===== src/rtl/lcdseq_pkg.sv =====
package lcdseq_pkg;
  typedef enum logic [1:0] {PH_IDLE, PH_SETUP, PH_PULSE, PH_HOLD} phase_t;

  // strobes from the control sequencer to the datapath
  typedef struct packed {
    logic active;     // an access is in progress
    logic isStatus;   // current access is a status read
    logic isRead;     // current access reads the bus
    logic strobeOn;   // strobe phase
    logic sampleNow;  // last strobe cycle: capture input
    logic nibSel;     // 0 first nibble, 1 second nibble
    logic loadCmd;    // latch command fields
  } busCtl_t;
endpackage


===== src/rtl/lcdseq_ctrl.sv =====
module lcdseq_ctrl
  import lcdseq_pkg::*;
#(
  parameter int PHASE_W = 4
) (
  input  logic               clk,
  input  logic               rstN,
  input  logic               cmdStart,
  input  logic               cmdRead,
  input  logic               cfgBusyEn,
  input  logic               cfgNibble,
  input  logic [PHASE_W-1:0] cfgSetup,
  input  logic [PHASE_W-1:0] cfgPulse,
  input  logic [PHASE_W-1:0] cfgHold,
  input  logic               statusOk,
  output busCtl_t            ctl,
  output logic               cmdDone
);
  phase_t             phase;
  logic [PHASE_W-1:0] cnt;
  logic               isStat, isRd, nibSel, doneQ;
  logic               lastTick;

  function automatic logic [PHASE_W-1:0] lenM1(input logic [PHASE_W-1:0] v);
    return (v == '0) ? '0 : v - 1'b1;
  endfunction

  assign lastTick = (cnt == '0);

  always_ff @(posedge clk or negedge rstN) begin
    if (!rstN) begin
      phase  <= PH_IDLE;
      cnt    <= '0;
      isStat <= 1'b0;
      isRd   <= 1'b0;
      nibSel <= 1'b0;
      doneQ  <= 1'b0;
    end else begin
      doneQ <= 1'b0;
      unique case (phase)
        PH_IDLE: begin
          if (cmdStart) begin
            isRd   <= cmdRead;
            isStat <= cfgBusyEn;
            nibSel <= 1'b0;
            phase  <= PH_SETUP;
            cnt    <= lenM1(cfgSetup);
          end
        end
        PH_SETUP: begin
          if (lastTick) begin
            phase <= PH_PULSE;
            cnt   <= lenM1(cfgPulse);
          end else cnt <= cnt - 1'b1;
        end
        PH_PULSE: begin
          if (lastTick) begin
            phase <= PH_HOLD;
            cnt   <= lenM1(cfgHold);
          end else cnt <= cnt - 1'b1;
        end
        PH_HOLD: begin
          if (!lastTick) cnt <= cnt - 1'b1;
          else if (isStat) begin
            if (statusOk) isStat <= 1'b0;
            phase <= PH_SETUP;
            cnt   <= lenM1(cfgSetup);
          end else if (cfgNibble && !nibSel) begin
            nibSel <= 1'b1;
            phase  <= PH_SETUP;
            cnt    <= lenM1(cfgSetup);
          end else begin
            phase <= PH_IDLE;
            doneQ <= 1'b1;
          end
        end
        default: phase <= PH_IDLE;
      endcase
    end
  end

  always_comb begin
    ctl.active    = (phase != PH_IDLE);
    ctl.isStatus  = ctl.active & isStat;
    ctl.isRead    = ctl.active & (isStat | isRd);
    ctl.strobeOn  = (phase == PH_PULSE);
    ctl.sampleNow = (phase == PH_PULSE) & lastTick;
    ctl.nibSel    = nibSel;
    ctl.loadCmd   = (phase == PH_IDLE) & cmdStart;
  end

  assign cmdDone = doneQ;
endmodule


===== src/rtl/lcdseq_dp.sv =====
module lcdseq_dp
  import lcdseq_pkg::*;
#(
  parameter int DATA_W = 8
) (
  input  logic              clk,
  input  logic              rstN,
  input  busCtl_t           ctl,
  input  logic              cfgMode6800,
  input  logic              cfgNibble,
  input  logic              cfgHighFirst,
  input  logic              cfgCsLow,
  input  logic              cfgStrobeInv,
  input  logic              cfgBusyEn,
  input  logic              cfgBusyLow,
  input  logic [$clog2(DATA_W)-1:0] cfgBusyIdx,
  input  logic              cfgStatusRsHigh,
  input  logic [DATA_W-1:0] cmdWdata,
  input  logic              cmdRs,
  input  logic [DATA_W-1:0] lcdDin,
  output logic [DATA_W-1:0] cmdRdata,
  output logic              statusOk,
  output logic [DATA_W-1:0] lcdDout,
  output logic              lcdOe,
  output logic              lcdRs,
  output logic              lcdCs,
  output logic              lcdEr,
  output logic              lcdRw
);
  localparam int HALF = DATA_W / 2;

  logic [DATA_W-1:0] wdataQ, rdataQ;
  logic              rsQ, okQ;
  logic              upperSlot;
  logic [HALF-1:0]   outNib;

  // first nibble lands in the upper half when high-first, second otherwise
  assign upperSlot = ctl.nibSel ^ cfgHighFirst;

  always_ff @(posedge clk or negedge rstN) begin
    if (!rstN) begin
      wdataQ <= '0;
      rdataQ <= '0;
      rsQ    <= 1'b0;
      okQ    <= 1'b0;
    end else begin
      if (ctl.loadCmd) begin
        wdataQ <= cmdWdata;
        rsQ    <= cmdRs;
      end
      if (ctl.sampleNow) begin
        if (ctl.isStatus) okQ <= (lcdDin[cfgBusyIdx] != cfgBusyLow);
        else if (ctl.isRead) begin
          if (!cfgNibble) rdataQ <= lcdDin;
          else if (upperSlot) rdataQ[DATA_W-1:HALF] <= lcdDin[DATA_W-1:HALF];
          else rdataQ[HALF-1:0] <= lcdDin[DATA_W-1:HALF];
        end
      end
    end
  end

  assign outNib = upperSlot ? wdataQ[DATA_W-1:HALF] : wdataQ[HALF-1:0];

  always_comb begin
    if (!ctl.active || ctl.isRead) lcdDout = '0;
    else if (cfgNibble)            lcdDout = {outNib, {HALF{1'b0}}};
    else                           lcdDout = wdataQ;
  end

  assign lcdOe = ctl.active & ~ctl.isRead;
  assign lcdCs = ctl.active ^ cfgCsLow;

  always_comb begin
    if (!ctl.active)       lcdRs = 1'b0;
    else if (ctl.isStatus) lcdRs = cfgStatusRsHigh;
    else if (cfgBusyEn)    lcdRs = ~cfgStatusRsHigh;
    else                   lcdRs = rsQ;
  end

  always_comb begin
    if (cfgMode6800) begin
      lcdEr = ctl.strobeOn ^ cfgStrobeInv;
      lcdRw = ctl.active ? ctl.isRead : 1'b1;
    end else begin
      lcdEr = ~(ctl.strobeOn & ctl.isRead) ^ cfgStrobeInv;
      lcdRw = ~(ctl.strobeOn & ctl.active & ~ctl.isRead);
    end
  end

  assign cmdRdata = rdataQ;
  assign statusOk = okQ;
endmodule


===== src/rtl/lcd_par_seq.sv =====
module lcd_par_seq
  import lcdseq_pkg::*;
#(
  parameter int PHASE_W = 4
) (
  input  logic               clk,
  input  logic               rstN,
  input  logic               cfgMode6800,
  input  logic               cfgNibble,
  input  logic               cfgHighFirst,
  input  logic               cfgCsLow,
  input  logic               cfgStrobeInv,
  input  logic               cfgBusyEn,
  input  logic               cfgBusyLow,
  input  logic [2:0]         cfgBusyIdx,
  input  logic               cfgStatusRsHigh,
  input  logic [PHASE_W-1:0] cfgSetup,
  input  logic [PHASE_W-1:0] cfgPulse,
  input  logic [PHASE_W-1:0] cfgHold,
  input  logic               cmdStart,
  input  logic               cmdRead,
  input  logic               cmdRs,
  input  logic [7:0]         cmdWdata,
  output logic               cmdDone,
  output logic [7:0]         cmdRdata,
  output logic [7:0]         lcdDout,
  input  logic [7:0]         lcdDin,
  output logic               lcdOe,
  output logic               lcdRs,
  output logic               lcdCs,
  output logic               lcdEr,
  output logic               lcdRw
);
  busCtl_t ctl;
  logic    statusOk;

  lcdseq_ctrl #(.PHASE_W(PHASE_W)) u_ctrl (
    .clk(clk), .rstN(rstN), .cmdStart(cmdStart), .cmdRead(cmdRead),
    .cfgBusyEn(cfgBusyEn), .cfgNibble(cfgNibble), .cfgSetup(cfgSetup),
    .cfgPulse(cfgPulse), .cfgHold(cfgHold), .statusOk(statusOk),
    .ctl(ctl), .cmdDone(cmdDone)
  );

  lcdseq_dp #(.DATA_W(8)) u_dp (
    .clk(clk), .rstN(rstN), .ctl(ctl), .cfgMode6800(cfgMode6800),
    .cfgNibble(cfgNibble), .cfgHighFirst(cfgHighFirst), .cfgCsLow(cfgCsLow),
    .cfgStrobeInv(cfgStrobeInv), .cfgBusyEn(cfgBusyEn), .cfgBusyLow(cfgBusyLow),
    .cfgBusyIdx(cfgBusyIdx), .cfgStatusRsHigh(cfgStatusRsHigh),
    .cmdWdata(cmdWdata), .cmdRs(cmdRs), .lcdDin(lcdDin), .cmdRdata(cmdRdata),
    .statusOk(statusOk), .lcdDout(lcdDout), .lcdOe(lcdOe), .lcdRs(lcdRs),
    .lcdCs(lcdCs), .lcdEr(lcdEr), .lcdRw(lcdRw)
  );
endmodule


===== config.mk =====
export PLATFORM = sky130hd
export DESIGN_NAME = lcd_par_seq
export DESIGN_NICKNAME = d
export VERILOG_FILES = /design/src/rtl/lcdseq_pkg.sv /design/src/rtl/lcdseq_ctrl.sv /design/src/rtl/lcdseq_dp.sv /design/src/rtl/lcd_par_seq.sv
export SDC_FILE = /design/constraint.sdc
export NUM_CORES = 1
export LEC_CHECK = 0
export BUFFER_PORTS_ARGS = -buffer_cell sky130_fd_sc_hd__buf_2
export CORE_UTILIZATION = 46
export CTS_CLUSTER_DIAMETER = 80
export DETAILED_ROUTE_END_ITERATION = 12
export PLACE_DENSITY_LB_ADDON = 0.12
export SYNTH_ARGS = -nofsm -noshare
export SYNTH_HDL_FRONTEND = slang
export SYNTH_SLANG_ARGS = --single-unit

===== constraint.sdc =====
create_clock -name clk -period 2.1 [get_ports clk]
set_clock_uncertainty 0.15 [all_clocks]
set_input_delay 0.63 -clock clk [delete_from_list [all_inputs] [get_ports clk]]
set_output_delay 0.63 -clock clk [all_outputs]
set_load 0.02 [all_outputs]

* Yosys cells after proc, flatten, opt, wreduce, memory -nomap -nowiden
Cells that the tools add are included.
Cells by class: add/subtract/negate cells 4, order comparisons 1, equal/unequal tests 13, muxes and demuxes 45, bitwise logic cells 18, reduce and logical (&&, ||, !) cells 19
Operators with widths (number):
- 4-bit 2-to-1 mux | 12
- 8-bit 2-to-1 mux | 3
- 1-bit 2-to-1 mux | 20
- 4-bit logical NOT | 4
- 4-bit one-hot mux with 4 select lines | 1
- 4-bit by 1-bit subtractor with 4-bit output, second input constant | 4
- 4-bit AND reduction | 3
- 2-bit 2-to-1 mux | 5
- 1-bit bitwise AND | 8
- 2-bit by 1-bit inequality test with 1-bit output, second input constant | 4
- 2-bit inequality test, second input constant | 4
- 2-bit one-hot mux with 4 select lines | 1
- 2-bit AND reduction | 3
- 1-bit inverter | 5
- 5-bit AND reduction | 1
- 2-bit == test, second input constant | 2
- 3-bit by 4-bit < comparator with 1-bit output, second input constant | 1
- 4-bit by 3-bit inequality test with 1-bit output, second input constant | 1
- 1-bit one-hot mux with 2 select lines | 2
- 2-bit nonzero test | 2
- 1-bit bitwise XOR | 4
- 1-bit binary-select mux with 3-bit select | 1
- 3-bit AND reduction | 1
- 2-bit by 1-bit == test with 1-bit output, second input constant | 1
- other kinds (6) | 7
Word-level totals: register bits after elaboration 28, output and inout port bits 22, word-level logic and storage cells 111

* Depth between registers and ports, before layout
depth in word-level cells 6, depth in mapped cells 8, depth with buffers taken out 8

* Modules after synthesis
A second synthesis with hierarchy kept.
Unflattened totals: cells, all modules 213, area, all modules 2040.7 um2
By module, submodules not included:
- lcdseq_ctrl | times used 1, cells each 130, area an instance 1078.5 um2, sequential area each 250.2 um2
- lcdseq_dp | times used 1, cells each 83, area an instance 962.2 um2, sequential area each 450.4 um2

* Worst setup path before layout
Ideal clock, no wire load.
path kind register to output, from register u_ctrl.phase[0], to output lcdEr, arrival time 1.671 ns, path slack -0.351 ns, stages on the path, launching flop included 8, buffers on the path 1, cells stage by stage dfrtp_1 > inv_1 > ha_1 > clkbuf_1 > o21bai_1 > nor2_1 > mux2i_1 > xor2_1
Between the ends: longest elaborated chain between the ends 6, elaborated cells between the ends (all ways) 8, those cells by class 1 x eq/ne; 1 x mux; 5 x bitwise; 1 x reduce/logical
RTL lines:
- from (decl) | line lcdseq_ctrl.sv:19 | phase_t phase;
- from (signal assigned) | line lcdseq_ctrl.sv:32 | phase <= PH_IDLE;
- from (signal assigned) | line lcdseq_ctrl.sv:46 | phase <= PH_SETUP;
- from (signal assigned) | line lcdseq_ctrl.sv:52 | phase <= PH_PULSE;
- 2-bit nonzero test | line lcdseq_ctrl.sv:83 | ctl.active = (phase != PH_IDLE);
- 1-bit bitwise AND | line lcdseq_ctrl.sv:85 | ctl.isRead = ctl.active & (isStat | isRd);
- 1-bit bitwise AND | line lcdseq_dp.sv:85 | lcdEr = ~(ctl.strobeOn & ctl.isRead) ^ cfgStrobeInv;
- 1-bit inverter | line lcdseq_dp.sv:85
- 1-bit bitwise XOR | line lcdseq_dp.sv:85
- 1-bit 2-to-1 mux * | line lcdseq_dp.sv:81 | if (cfgMode6800) begin
- to (decl) | line lcd_par_seq.sv:31 | output logic lcdEr,
Mark *: on every way between the ends. The rest lies on a longest branch, timed or not.

* Worst setup path after layout
from register u_ctrl.phase[0], to output lcdDout[3]
Between the ends: longest elaborated chain between the ends 4, elaborated cells between the ends (all ways) 5, those cells by class 1 x mux; 1 x bitwise; 3 x reduce/logical
RTL lines:
- 2-bit nonzero test * | line lcdseq_ctrl.sv:83
- 1-bit bitwise AND or 1-bit logical NOT (tied branches) | line lcdseq_ctrl.sv:85, lcdseq_dp.sv:65
- 1-bit logical OR * | line lcdseq_dp.sv:65 | if (!ctl.active || ctl.isRead) lcdDout = '0;
- 8-bit 2-to-1 mux * | line lcdseq_dp.sv:65
- to (decl) | line lcd_par_seq.sv:26 | output logic [7:0] lcdDout,
Marked as above.

==> impl_metrics.py <==
metrics = {
    "status": {
        "outcome": "complete, but fails checks",
        "violations": "setup timing",
    },
    "timing": {
        "worst_slack_ps": -300,
        "max_clock_freq_mhz": 417,
        "maxSlewHeadroom_pct": 58.7,
        "drv_slew": 0,
        "hold_violations": 0,
        "period_needed_ps": 2400,
        "setup_viol": 17,
        "fin_crit_sh_pct": 114,
        "rsz0062_at_grt": "true",
        "tightest_slew_ps": 620,
    },
    "global_routing": {
        "track_usage_pct": 22.2,
        "grt_remaining_overflow": 0,
        "grt-busiest-layer": "met2",
        "antenna_found_initial": 0,
        "grt_pass1_vias": 1735,
        "grt_util_met1_pct": 31.0,
        "grt_start_max_net_pins": 29,
        "gr-usage-met3_pct": 4.28,
        "gr-usage-met2_pct": 36.2,
        "grt_pass1_wl_um": 7770,
    },
    "placed_design": {
        "place_area_um2": 2720,
        "post-place-ws_ps": -207,
        "dp_hpwl_um": 3800,
        "port-buffer-count": 65,
        "routabilityCongestion": 0.829,
    },
    "cts": {
        "clk_pin_slew_ps": 100,
        "cts_max_level": 1,
        "cts_tree": "built",
        "cts-root-buf": "clkbuf_8",
        "clk_latency_ps": 280,
        "cts_buffers": 3,
        "cts_buffer_depth": 2,
        "cts_sinks": 28,
    },
    "floorplanning": {
        "rows": 23,
        "die_w_um": 68.8,
        "die-area_um2": 4740,
        "start_util_pct": 49.6,
        "num_io_pins": 66,
        "core_um2": 4140,
        "dieHeight_um": 68.8,
    },
    "critical_path": {
        "critical_path.startpoint": "u_ctrl.phase[0]",
        "cp_max_fo": 4,
        "r2r_start": "u_ctrl.phase[0]",
        "cp.arrival_ps": 1620,
        "crit_path_start_kind": "flop",
        "worst-setup-path-type": "flop to output port",
        "critPathRequiredTime_ps": 1320,
        "crit_path_end_kind": "output port",
    },
    "synthesis": {
        "syn_area_um2": 2050,
        "syn_nets": 277,
        "yosysMostFrequentCell": "dfrtp_1",
        "yosys.area.top_type": "dfrtp_1",
        "async_flop_share_pct": 100,
        "ys_ff_latch": 28,
        "synth_edf_count": 0,
        "synthTopCellsByCount": "28 x dfrtp_1, 21 x nor2_1, 17 x a21oi_1, 15 x inv_1, 15 x mux2_2",
        "synth_area_leaders": "dfrtp_1 34%, mux2_2 8.2%, ha_1 7.3%",
        "synth_warnings": 0,
        "synth_ff_type": "dfrtp_1",
        "ys_seq_area_share_pct": 34.1,
        "syn_inst": 221,
        "synthDominantCellAreaShare_pct": 34.1,
        "yosysUniqueCellTypes": 47,
        "syn_avg_cell_area_um2": 9.30,
    },
    "layout": {
        "layout.nets": 380,
        "area_growth_pct": 48.9,
        "drive_gt1_share_pct": 51.4,
        "regArea_um2": 702,
        "diodes": 0,
        "multi_input_area_um2": 1430,
        "fillers": 304,
        "final_cell_area_um2": 3060,
    },
    "route": {
        "route.detailed.drc": 0,
        "first_pass_iters": 4,
        "avgRoutedWirePerCell_um": 13.9,
        "wl_um": 5180,
        "vias": 1990,
        "antenna_left": 0,
        "dr.first_iter.drc_count": 107,
        "via_per_inst": 5.34,
    },
    "power": {
        "p_leak_uw": 0.00147,
        "vdd_ir_drop_max_v": 0.000905,
        "power_per_cell_area_nw_per_um2": 1410,
    },
    "job": {
        "max_cap_violations": 0,
    },
    "worst_hold_path": {
        "min_path_type": "primary input to async pin",
    },
}
repair_timing:
action / 4_1_cts / 5_1_grt
setup endpoints to repair: 14 / 22
pin swaps: 3 / 15
buffers inserted: 1 / 11
hold buffers: 0 / 0
resized for setup: 23 / 35
hold endpoints to repair: 0 / 0
path summary, 6_finish.rpt:
kind                                    end  slack, ps  depth (start not counted)
max                              lcdDout[3]       -300                          6
min                           u_ctrl.cnt[1]        200                          1
max reg2reg                u_dp.cmdRdata[6]        -20                         10
min reg2reg                        u_dp.rsQ        370                          1
max in group asynchronous     u_ctrl.isStat       1170                          1
min in group clk                   u_dp.rsQ        370                          1
placed cells by master (no fill, tap or decap), types with 9 or more instances in the layout:
cell type  synthesis  routed
a21oi_1           17      16
buf_2              2      53
buf_4              1      40
buf_6              1      12
dfrtp_1           28      27
inv_1             15      11
mux2_2            15      15
mux2i_1           14      13
nand2_1           12       9
nor2_1            21      14
o21ai_0           12      11
cell families after synthesis:
family / count (synthesis) / synth area share, %
AND/OR/NAND/NOR: 72 / 19.0
AO/OA/AOI/OAI: 50 / 15.2
multiplexers: 31 / 17.6
flip-flops: 28 / 34.1
buffers and inverters: 24 / 5.05
adder cells (fa/ha/maj): 12 / 7.31
XOR/XNOR: 4 / 1.71
worst max-delay path, stage by stage, from the launching register on:
cell,delay [ps]
dfrtp_1,370
inv_2,60
ha_4,160
or3_4,360
nor2_4,130
and2_4,160
buf_6,100
power by group:
group	internal [µW]	total, µW	switching, µW
logic	1500	2910	1410
clock network	256	430	175
registers	802	986	184
total	2560	4330	1760
metrics by stage:
stage                     hold WS (ps)  setup TNS, ps  power [µW]  util [%]  cells
after floorplan                    184           -528        2590         -    221
after global placement             338           -985        3280      65.5    359
after detailed placement           345          -1150        3320      65.5    359
after CTS                          216          -3150        3910      69.4    364
after global routing               240          -5120        4650      73.8    373
final                              199          -2990        4330      73.8    373
cell type report:
type	count	area share, %
sequential	28	22.9
timing repair buffer	107	24.0
clock inverter	1	0.982
multi-input combinational	169	46.7
clock buffer	3	1.35
inverter	15	1.92
tap	50	2.04
routing by layer:
layer  vias to the layer above  part of all wire, %
li1                        988                    -
met3                         5                  4.7
met5                         -                    0
met4                         0                 0.60
met1                       947                   44
met2                        50                   50
flip-flops by register name (all words and copies together) (netlist names), 2 cells and up:
name / count
u_ctrl.phase: 2
u_ctrl.cnt: 4
u_dp.cmdRdata: 8
u_dp.wdataQ: 8
(Power assumes the default switching activity.)
